[src/rtl/divider_pkg.sv]
`timescale 1ns/1ps
package divider_pkg;
    localparam int ADDR_W = 3;

    typedef enum logic [ADDR_W-1:0] {
        A_UDEND = 3'd0,
        A_UDSR  = 3'd1,
        A_SDEND = 3'd2,
        A_SDSR  = 3'd3,
        A_QUOT  = 3'd4,
        A_REM   = 3'd5,
        A_STAT  = 3'd6
    } div_addr_e;
endpackage

[src/rtl/div_cond_neg.sv]
`timescale 1ns/1ps
// Two's-complement negate when requested; used for operand magnitude and result sign fix.
module div_cond_neg #(
    parameter int WIDTH = 32
) (
    input  logic [WIDTH-1:0] value_i,
    input  logic             negate_i,
    output logic [WIDTH-1:0] value_o
);
    assign value_o = negate_i ? (~value_i + WIDTH'(1)) : value_i;
endmodule

[src/rtl/div_step.sv]
`timescale 1ns/1ps
// One clock worth of restoring division: BITS radix-2 stages chained.
module div_step #(
    parameter int WIDTH = 32,
    parameter int BITS  = 4
) (
    input  logic [WIDTH-1:0] rem_i,
    input  logic [WIDTH-1:0] quo_i,
    input  logic [WIDTH-1:0] dvs_i,
    output logic [WIDTH-1:0] rem_o,
    output logic [WIDTH-1:0] quo_o
);
    logic [BITS:0][WIDTH-1:0] rem_s;
    logic [BITS:0][WIDTH-1:0] quo_s;

    assign rem_s[0] = rem_i;
    assign quo_s[0] = quo_i;

    for (genvar g = 0; g < BITS; g++) begin : g_stage
        logic [WIDTH:0]   ext;
        logic             ge;
        logic [WIDTH-1:0] diff;
        assign ext  = {rem_s[g], quo_s[g][WIDTH-1]};
        assign ge   = ext >= {1'b0, dvs_i};
        assign diff = ext[WIDTH-1:0] - dvs_i;
        assign rem_s[g+1] = ge ? diff : ext[WIDTH-1:0];
        assign quo_s[g+1] = {quo_s[g][WIDTH-2:0], ge};
    end

    assign rem_o = rem_s[BITS];
    assign quo_o = quo_s[BITS];
endmodule

[src/rtl/mmio_divider.sv]
`timescale 1ns/1ps
module mmio_divider
    import divider_pkg::*;
#(
    parameter int WIDTH          = 32,
    parameter int BITS_PER_CYCLE = 4
) (
    input  logic              clk,
    input  logic              rst_n,
    input  logic              bus_wr,
    input  logic              bus_rd,
    input  logic [ADDR_W-1:0] bus_addr,
    input  logic [WIDTH-1:0]  bus_wdata,
    output logic [WIDTH-1:0]  bus_rdata
);
    localparam int STEPS = WIDTH / BITS_PER_CYCLE;
    localparam int CNT_W = (STEPS > 1) ? $clog2(STEPS) : 1;

    typedef struct packed {
        logic [WIDTH-1:0] dividend;
        logic [WIDTH-1:0] divisor;
        logic [WIDTH-1:0] quotient;
        logic [WIDTH-1:0] remainder;
        logic [WIDTH-1:0] w_rem;
        logic [WIDTH-1:0] w_quo;
        logic [WIDTH-1:0] w_dvs;
        logic [CNT_W-1:0] cnt;
        logic             busy;
        logic             ready;
        logic             dirty;
        logic             is_signed;
        logic             neg_q;
        logic             neg_r;
    } div_state_t;

    div_state_t st_q, st_d;

    // Bus decode
    logic op_wr, res_wr, q_rd, done;
    assign op_wr  = bus_wr && (bus_addr <= A_SDSR);
    assign res_wr = bus_wr && (bus_addr == A_QUOT || bus_addr == A_REM);
    assign q_rd   = bus_rd && (bus_addr == A_QUOT);
    assign done   = st_q.busy && (st_q.cnt == CNT_W'(STEPS - 1)) && !op_wr && !res_wr;

    // Operands as they stand after this cycle's write
    logic [WIDTH-1:0] nxt_dend, nxt_dsr;
    logic             nxt_sgn;
    assign nxt_dend = (op_wr && !bus_addr[0]) ? bus_wdata : st_q.dividend;
    assign nxt_dsr  = (op_wr &&  bus_addr[0]) ? bus_wdata : st_q.divisor;
    assign nxt_sgn  = op_wr ? bus_addr[1] : st_q.is_signed;

    logic [WIDTH-1:0] mag_a, mag_b, step_rem, step_quo, fin_q, fin_r;

    div_cond_neg #(.WIDTH(WIDTH)) u_abs_a (
        .value_i (nxt_dend),
        .negate_i(nxt_sgn && nxt_dend[WIDTH-1]),
        .value_o (mag_a)
    );
    div_cond_neg #(.WIDTH(WIDTH)) u_abs_b (
        .value_i (nxt_dsr),
        .negate_i(nxt_sgn && nxt_dsr[WIDTH-1]),
        .value_o (mag_b)
    );
    div_step #(.WIDTH(WIDTH), .BITS(BITS_PER_CYCLE)) u_step (
        .rem_i(st_q.w_rem),
        .quo_i(st_q.w_quo),
        .dvs_i(st_q.w_dvs),
        .rem_o(step_rem),
        .quo_o(step_quo)
    );
    div_cond_neg #(.WIDTH(WIDTH)) u_fix_q (
        .value_i (step_quo),
        .negate_i(st_q.neg_q),
        .value_o (fin_q)
    );
    div_cond_neg #(.WIDTH(WIDTH)) u_fix_r (
        .value_i (step_rem),
        .negate_i(st_q.neg_r),
        .value_o (fin_r)
    );

    always_comb begin
        st_d           = st_q;
        st_d.dividend  = nxt_dend;
        st_d.divisor   = nxt_dsr;
        st_d.is_signed = nxt_sgn;

        if (st_q.busy) begin
            st_d.w_rem = step_rem;
            st_d.w_quo = step_quo;
            st_d.cnt   = st_q.cnt + CNT_W'(1);
        end

        // Completion outranks a simultaneous consume
        if (done) begin
            st_d.busy      = 1'b0;
            st_d.quotient  = fin_q;
            st_d.remainder = fin_r;
            st_d.ready     = 1'b1;
            st_d.dirty     = 1'b1;
        end else if (q_rd) begin
            st_d.dirty = 1'b0;
        end

        if (res_wr) begin
            st_d.busy  = 1'b0;
            st_d.ready = 1'b1;
            if (bus_addr == A_QUOT) st_d.quotient  = bus_wdata;
            else                    st_d.remainder = bus_wdata;
        end

        if (op_wr) begin
            st_d.busy  = 1'b1;
            st_d.ready = 1'b0;
            st_d.cnt   = '0;
            st_d.w_rem = '0;
            st_d.w_quo = mag_a;
            st_d.w_dvs = mag_b;
            st_d.neg_q = nxt_sgn && (nxt_dend[WIDTH-1] ^ nxt_dsr[WIDTH-1]);
            st_d.neg_r = nxt_sgn && nxt_dend[WIDTH-1];
        end
    end

    always_ff @(posedge clk) begin
        if (!rst_n) st_q <= '0;
        else        st_q <= st_d;
    end

    always_comb begin
        case (bus_addr)
            A_UDEND, A_SDEND: bus_rdata = st_q.dividend;
            A_UDSR,  A_SDSR:  bus_rdata = st_q.divisor;
            A_QUOT:           bus_rdata = st_q.quotient;
            A_REM:            bus_rdata = st_q.remainder;
            A_STAT:           bus_rdata = {{(WIDTH-2){1'b0}}, st_q.dirty, st_q.ready};
            default:          bus_rdata = '0;
        endcase
    end

    // Observation points for the bound checker
    logic ready_s, dirty_s, busy_s, done_s;
    assign ready_s = st_q.ready;
    assign dirty_s = st_q.dirty;
    assign busy_s  = st_q.busy;
    assign done_s  = done;
endmodule

[config.mk]
export PLATFORM = sky130hd
export DESIGN_NAME = mmio_divider
export DESIGN_NICKNAME = d
export VERILOG_FILES = /design/src/rtl/divider_pkg.sv /design/src/rtl/div_cond_neg.sv /design/src/rtl/div_step.sv /design/src/rtl/mmio_divider.sv
export SDC_FILE = /design/constraint.sdc
export NUM_CORES = 1
export LEC_CHECK = 0
export BUFFER_PORTS_ARGS = -buffer_cell sky130_fd_sc_hd__buf_2
export CORE_ASPECT_RATIO = 0.9
export CORE_UTILIZATION = 30
export CTS_CLUSTER_DIAMETER = 150
export DETAILED_ROUTE_END_ITERATION = 6
export PLACE_DENSITY = 0.46
export SLEW_MARGIN = 5
export SYNTH_ARGS = -nofsm -noshare
export SYNTH_HDL_FRONTEND = slang
export SYNTH_SLANG_ARGS = --single-unit
[constraint.sdc]
create_clock -name clk -period 14.61 [get_ports clk]
set_input_delay 1.461 -clock clk [delete_from_list [all_inputs] [get_ports clk]]
set_output_delay 1.461 -clock clk [all_outputs]
set_load 0.02 [all_outputs]
# == Word-level counts from Yosys, hierarchy flattened ==
# Index checks and enable logic that the tools add are counted.
# classes
mux,23
n_reduce_logical,23
div,0
n_bitwise,6
n_addsub,9
order_cmp,5
n_mul,0
n_shift,0
n_eq_ne,7
# op_table
cell,n
two-way mux 32 bit,13
case mux 32 bit (5 select lines),1
>= comparator 33 x 32 -> 1 bit,4
"adder 32 x 1 -> 32 bit, second input constant",4
two-way mux 64 bit,2
NOT 32 bit,4
subtractor 32 bit,4
two-way mux 69 bit,1
"equality test 3 bit, second input constant",4
logical AND 1 bit,11
"equality test 3 x 2 -> 1 bit, second input constant",2
nonzero test 2 bit,3
OR reduction 2 bit,3
two-way mux 2 bit,2
"adder 3 x 1 -> 3 bit, second input constant",1
"equality test 3 x 1 -> 1 bit, second input constant",1
"<= comparator 3 x 2 -> 1 bit, second input constant",1
logical NOT 1 bit,3
logical NOT 3 bit,1
two-way mux 1 bit,3
two-way mux 3 bit,1
nonzero test 3 bit,1
logical OR 1 bit,1
NOT 1 bit,1
bitwise XOR 1 bit,1
# word_totals
mem_count,0
out_inout_bits,32
inputBits,39
latch_bits,0
mem_bits_rw,0
reg_bits,233
romBits,0

# == Logic depth before layout (Yosys ltp) ==
# logic_depth
word_depth,14
depth_mapped,71
mapped_depth_nobuf,57

# == Hierarchy ==
# Synthesis repeated with hierarchy kept, for this count alone.
# unflattened
cells_unflattened,2650
area_unflattened_um2,21635.8
# modules_own_cells
module,area_each_um2,cells_per_inst,instances
mmio_divider,10162.2,1048,1
div_step,8365.5,1206,1
div_cond_neg,777.0,99,4

# == Worst setup path after synthesis ==
# OpenSTA, ideal clock, no wires.
# synth_path
kind,register to register
start,reg st_q[10] (netlist bit)
end,reg st_q[135] (netlist bit)
required_time_ps,14494
slack_ps,179
path_stages_with_launch,66
setup_ps,116
arrival_ps,14315
period_less_slack_ps,14431
cell_sequence,dfxtp_1 > inv_1 > ha_1 > nand2b_1 > a211o_1 > a211oi_2 > o21bai_1 > and3_1 > o21ai_1 > buf_2 > buf_2 > buf_4 > mux2_2 > ha_1 > clkbuf_1 > nand4_1 > nor2_1 > a221o_1 > (+30 left out) > o31ai_1 > a221o_1 > buf_2 > buf_1 > clkbuf_1 > buf_2 > nand2_1 > o21ai_0 > ha_1 > nand2_1 > nor2_1 > nand2_1 > or4b_1 > nor2_1 > a41oi_1 > nor4b_1 > mux2i_1 > nor2_1
# synth_between
elab_chain_cells,14
# synth_rtl
element,line_no,rtl
start: declaration,mmio_divider.sv:36,"div_state_t st_q, st_d;"
start signal: assignment,mmio_divider.sv:126,else st_q <= st_d;
subtractor 32 bit / >= comparator 33 x 32 -> 1 bit (equally long branches),"div_step.sv:25, div_step.sv:24",
two-way mux 32 bit,div_step.sv:26,assign rem_s[g+1] = ge ? diff : ext[WIDTH-1:0];
subtractor 32 bit / >= comparator 33 x 32 -> 1 bit (equally long branches),"div_step.sv:25, div_step.sv:24",
two-way mux 32 bit,div_step.sv:26,
subtractor 32 bit / >= comparator 33 x 32 -> 1 bit (equally long branches),"div_step.sv:25, div_step.sv:24",
two-way mux 32 bit,div_step.sv:26,
subtractor 32 bit / >= comparator 33 x 32 -> 1 bit (equally long branches),"div_step.sv:25, div_step.sv:24",
two-way mux 32 bit *,div_step.sv:26,
NOT 32 bit,div_cond_neg.sv:10,assign value_o = negate_i ? (~value_i + WIDTH'(1)) : value_i;
adder 32 x 1 -> 32 bit,div_cond_neg.sv:10,
two-way mux 32 bit *,div_cond_neg.sv:10,
two-way mux 64 bit *,mmio_divider.sv:95,if (done) begin
two-way mux 32 bit,mmio_divider.sv:108,if (bus_addr == A_QUOT) st_d.quotient = bus_wdata;
two-way mux 64 bit *,mmio_divider.sv:105,if (res_wr) begin
# Mark *: on every way between the ends. The rest lies on a longest branch, timed or not.
# A chain may end at the register's enable or synchronous reset.

# == Worst setup path after layout ==
# layout_path
start,reg st_q[10] (netlist bit)
end,reg st_q[165] (netlist bit)
# layout_between
elab_chain_cells,13
# layout_rtl
element,line_no,rtl
subtractor 32 bit / >= comparator 33 x 32 -> 1 bit (equally long branches),"div_step.sv:25, div_step.sv:24",
two-way mux 32 bit,div_step.sv:26,
subtractor 32 bit / >= comparator 33 x 32 -> 1 bit (equally long branches),"div_step.sv:25, div_step.sv:24",
two-way mux 32 bit,div_step.sv:26,
subtractor 32 bit / >= comparator 33 x 32 -> 1 bit (equally long branches),"div_step.sv:25, div_step.sv:24",
two-way mux 32 bit,div_step.sv:26,
>= comparator 33 x 32 -> 1 bit,div_step.sv:24,"assign ge = ext >= {1'b0, dvs_i};"
NOT 32 bit *,div_cond_neg.sv:10,
adder 32 x 1 -> 32 bit *,div_cond_neg.sv:10,
two-way mux 32 bit *,div_cond_neg.sv:10,
two-way mux 64 bit *,mmio_divider.sv:95,
two-way mux 32 bit,mmio_divider.sv:108,
two-way mux 64 bit *,mmio_divider.sv:105,
# Marked as above.

==> impl_metrics.json <==
{
  "grt_util_met3": 0.0301,
  "relSlewSlack": 0.228,
  "endpoint_kind": "register",
  "slowest_delay_ps": 640,
  "tightest_slew_ps": 1160,
  "yosys.area.top_type": "dfxtp_1",
  "cp-start-kind": "register",
  "worst_slack_ps": 592,
  "synth_ff_type": "dfxtp_1",
  "crit_path_frequent_cell": "ha_1",
  "portBuffers": 70,
  "synth_edf_count": 0,
  "worstPathBufferInverterCount": 6,
  "grt_max_degree": 94,
  "clockRootBuffer": "clkbuf_16",
  "rsz0062_at_grt": "false",
  "arrival_ps": 14440,
  "holdBufCountCts": 0,
  "async_flop_share": 0,
  "finalNonFillerCells": 3786,
  "syn_area_per_cell_um2": 7.65,
  "die_y_um": 255,
  "drv_slew": 0,
  "gr-total-overflow": 0,
  "syn_area_um2": 21400,
  "worst_hold_path_type": "register to register",
  "synth_cell_type_count": 96,
  "outcome": "complete, no violations",
  "synth.area.top_cells": "dfxtp_1, mux2i_1, ha_1",
  "drive_above_1_share": 0.114,
  "clk_latency_ps": 590,
  "vias": 22200,
  "cts.sinks": 233,
  "dpl.hpwl_um": 73600,
  "clock.fmax_mhz": 71.3,
  "dr.first_iter.drc_count": 2225,
  "cap_violations": 0,
  "placed_cells": 3719,
  "track_usage": 0.253,
  "cp_max_fo": 17,
  "wirelength_um": 95300,
  "required_ps": 15030,
  "clk_pin_slew_ps": 70,
  "std_cell_rows": 92,
  "wl_per_cell_um": 25.2,
  "crit_family": "compound AO/OA/AOI/OAI gates",
  "core_um2": 70200,
  "antenna_found_initial": 4,
  "area_delta_synth_final_pct": 12.9,
  "ys_seq_area_frac": 0.218,
  "routabilityCongestion": 1.00,
  "initial_utilization": 0.304,
  "synth_fp_nets": 2970,
  "h-tree-depth": 1,
  "grt_pass1_vias": 20400,
  "synth_seq_cells": 233,
  "io_pins": 71,
  "first_pass_iters": 5,
  "ys_warn_count": 0,
  "syn_inst": 2793,
  "fin_skew_ps": 28.2,
  "cts_buffers": 29,
  "critPathKind": "register to register",
  "setup-violations-final": 0,
  "top_usage_layer": "met2",
  "crit_slowest_cell": "or4_4",
  "post-place-ws_ps": -108,
  "vias_per_cell": 5.87,
  "die_w_um": 283,
  "max-clock-path-buffers": 3,
  "finalHoldWorstSlack_ps": 452,
  "final_hold_viol_count": 0,
  "timing.final.crit_share": 0.960,
  "synth_top_area_share": 0.218,
  "grt_util_met1": 0.362,
  "drc": 0,
  "fin_nets": 3002,
  "fin_setup_tns_ps": 0,
  "antenna_left": 0,
  "dieArea_um2": 72300,
  "met2_usage": 0.398,
  "diodes": 0,
  "grt_pass1_wl_um": 138000,
  "min_period_ps": 14020,
  "cts_tree": "yes"
}
[cells in the final DEF, fill, tap and decap left out, types with 21 or more instances in the layout]
cell and count:
a211oi_1 95, a21o_1 49, a21oi_1 222, a22oi_1 28, a31oi_1 24, buf_2 69
buf_4 85, clkbuf_16 29, dfxtp_1 230, ha_1 134, inv_1 99, mux2_2 36
mux2i_1 201, nand2_1 200, nand3_1 53, nand4_1 27, nor2_1 325, nor2b_1 21
nor3_1 73, o21a_1 33, o21ai_0 131, o22ai_1 69, or3_1 22, xnor2_1 95
xor2_1 108
[worst reg2reg max path: cells and delay by family (launching register included)]
kind            cells  cell delay (ps)
compound gates     26             6240
simple gates       14             3870
fa+ha+maj           5             1710
buf+inv             6             1080
flops               1              400
mux                 1              370
xor+xnor            1              200
[sequential cells by signal (all words and copies together), names as in the netlist]
name and flops:
dirty_s 1, ready_s 1, busy_s 1, st_q 230
[synthesized netlist by cell type (13+ instances only)]
master      n
a211oi_1   95
a21o_1     49
a21oi_1   226
a22oi_1    28
a31oi_1    24
and2_1     18
and3_1     20
buf_1      26
buf_2      14
clkbuf_1  115
dfxtp_1   233
ha_1      134
inv_1     100
mux2_2     36
mux2i_1   203
nand2_1   203
nand2b_1   21
nand3_1    53
nand4_1    27
nor2_1    328
nor2b_1    22
nor3_1     75
o211ai_1   17
o21a_1     33
o21ai_0   135
o21bai_1   16
o221ai_1   13
o22ai_1    69
o31ai_1    20
or3_1      22
xnor2_1    95
xor2_1    108
[path summary, 6_finish.rpt]
kind                            cells past startpoint  startpoint        end  slack, ps
worst min-delay path                                2    st_q[34]   st_q[34]        450
worst max register to register                     53    st_q[10]  st_q[165]        590
worst min register to register                      2    st_q[34]   st_q[34]        450
worst max-delay path                               53    st_q[10]  st_q[165]        590
[kinds of logic after synthesis]
kind of cell,share of synthesized area
compound gates,0.267
xor+xnor,0.0840
fa+ha+maj,0.0822
buf+inv,0.0478
flops,0.218
mux,0.116
simple gates,0.185
[timing repair]
item | 4_1_cts | 5_1_grt
resized for setup | 3 | 35
pin swaps | 1 | 4
setup buffers | 1 | 12
endpoints found under the setup margin | 8 | 36
gates cloned | 1 | 1
hold endpoints to repair | 0 | 0
[cell type report]
class	instances	area [um^2]
fill	7528	46100
multi-input combinational	2300	15900
sequential	233	4670
tap	940	1180
timing repair buffer	158	1050
clock buffer	39	803
inverter	103	389
clock inverter	13	126
[routing by layer]
metal  wire, um  share of wire
met1      45300           0.48
met2      41700           0.44
met4       2960          0.031
met5         30        0.00031
met3       5240          0.055
[per-stage QoR]
stage,util,area (um^2)
detailed placement,0.326,22900
floorplan,-,21400
global placement,0.326,22900
global route,0.344,24100
CTS,0.340,23900
finish,0.344,24100
Power is left out: the tool's default activity adds up to more than one toggle a clock period on the data nets, which glitch-free logic cannot reach.
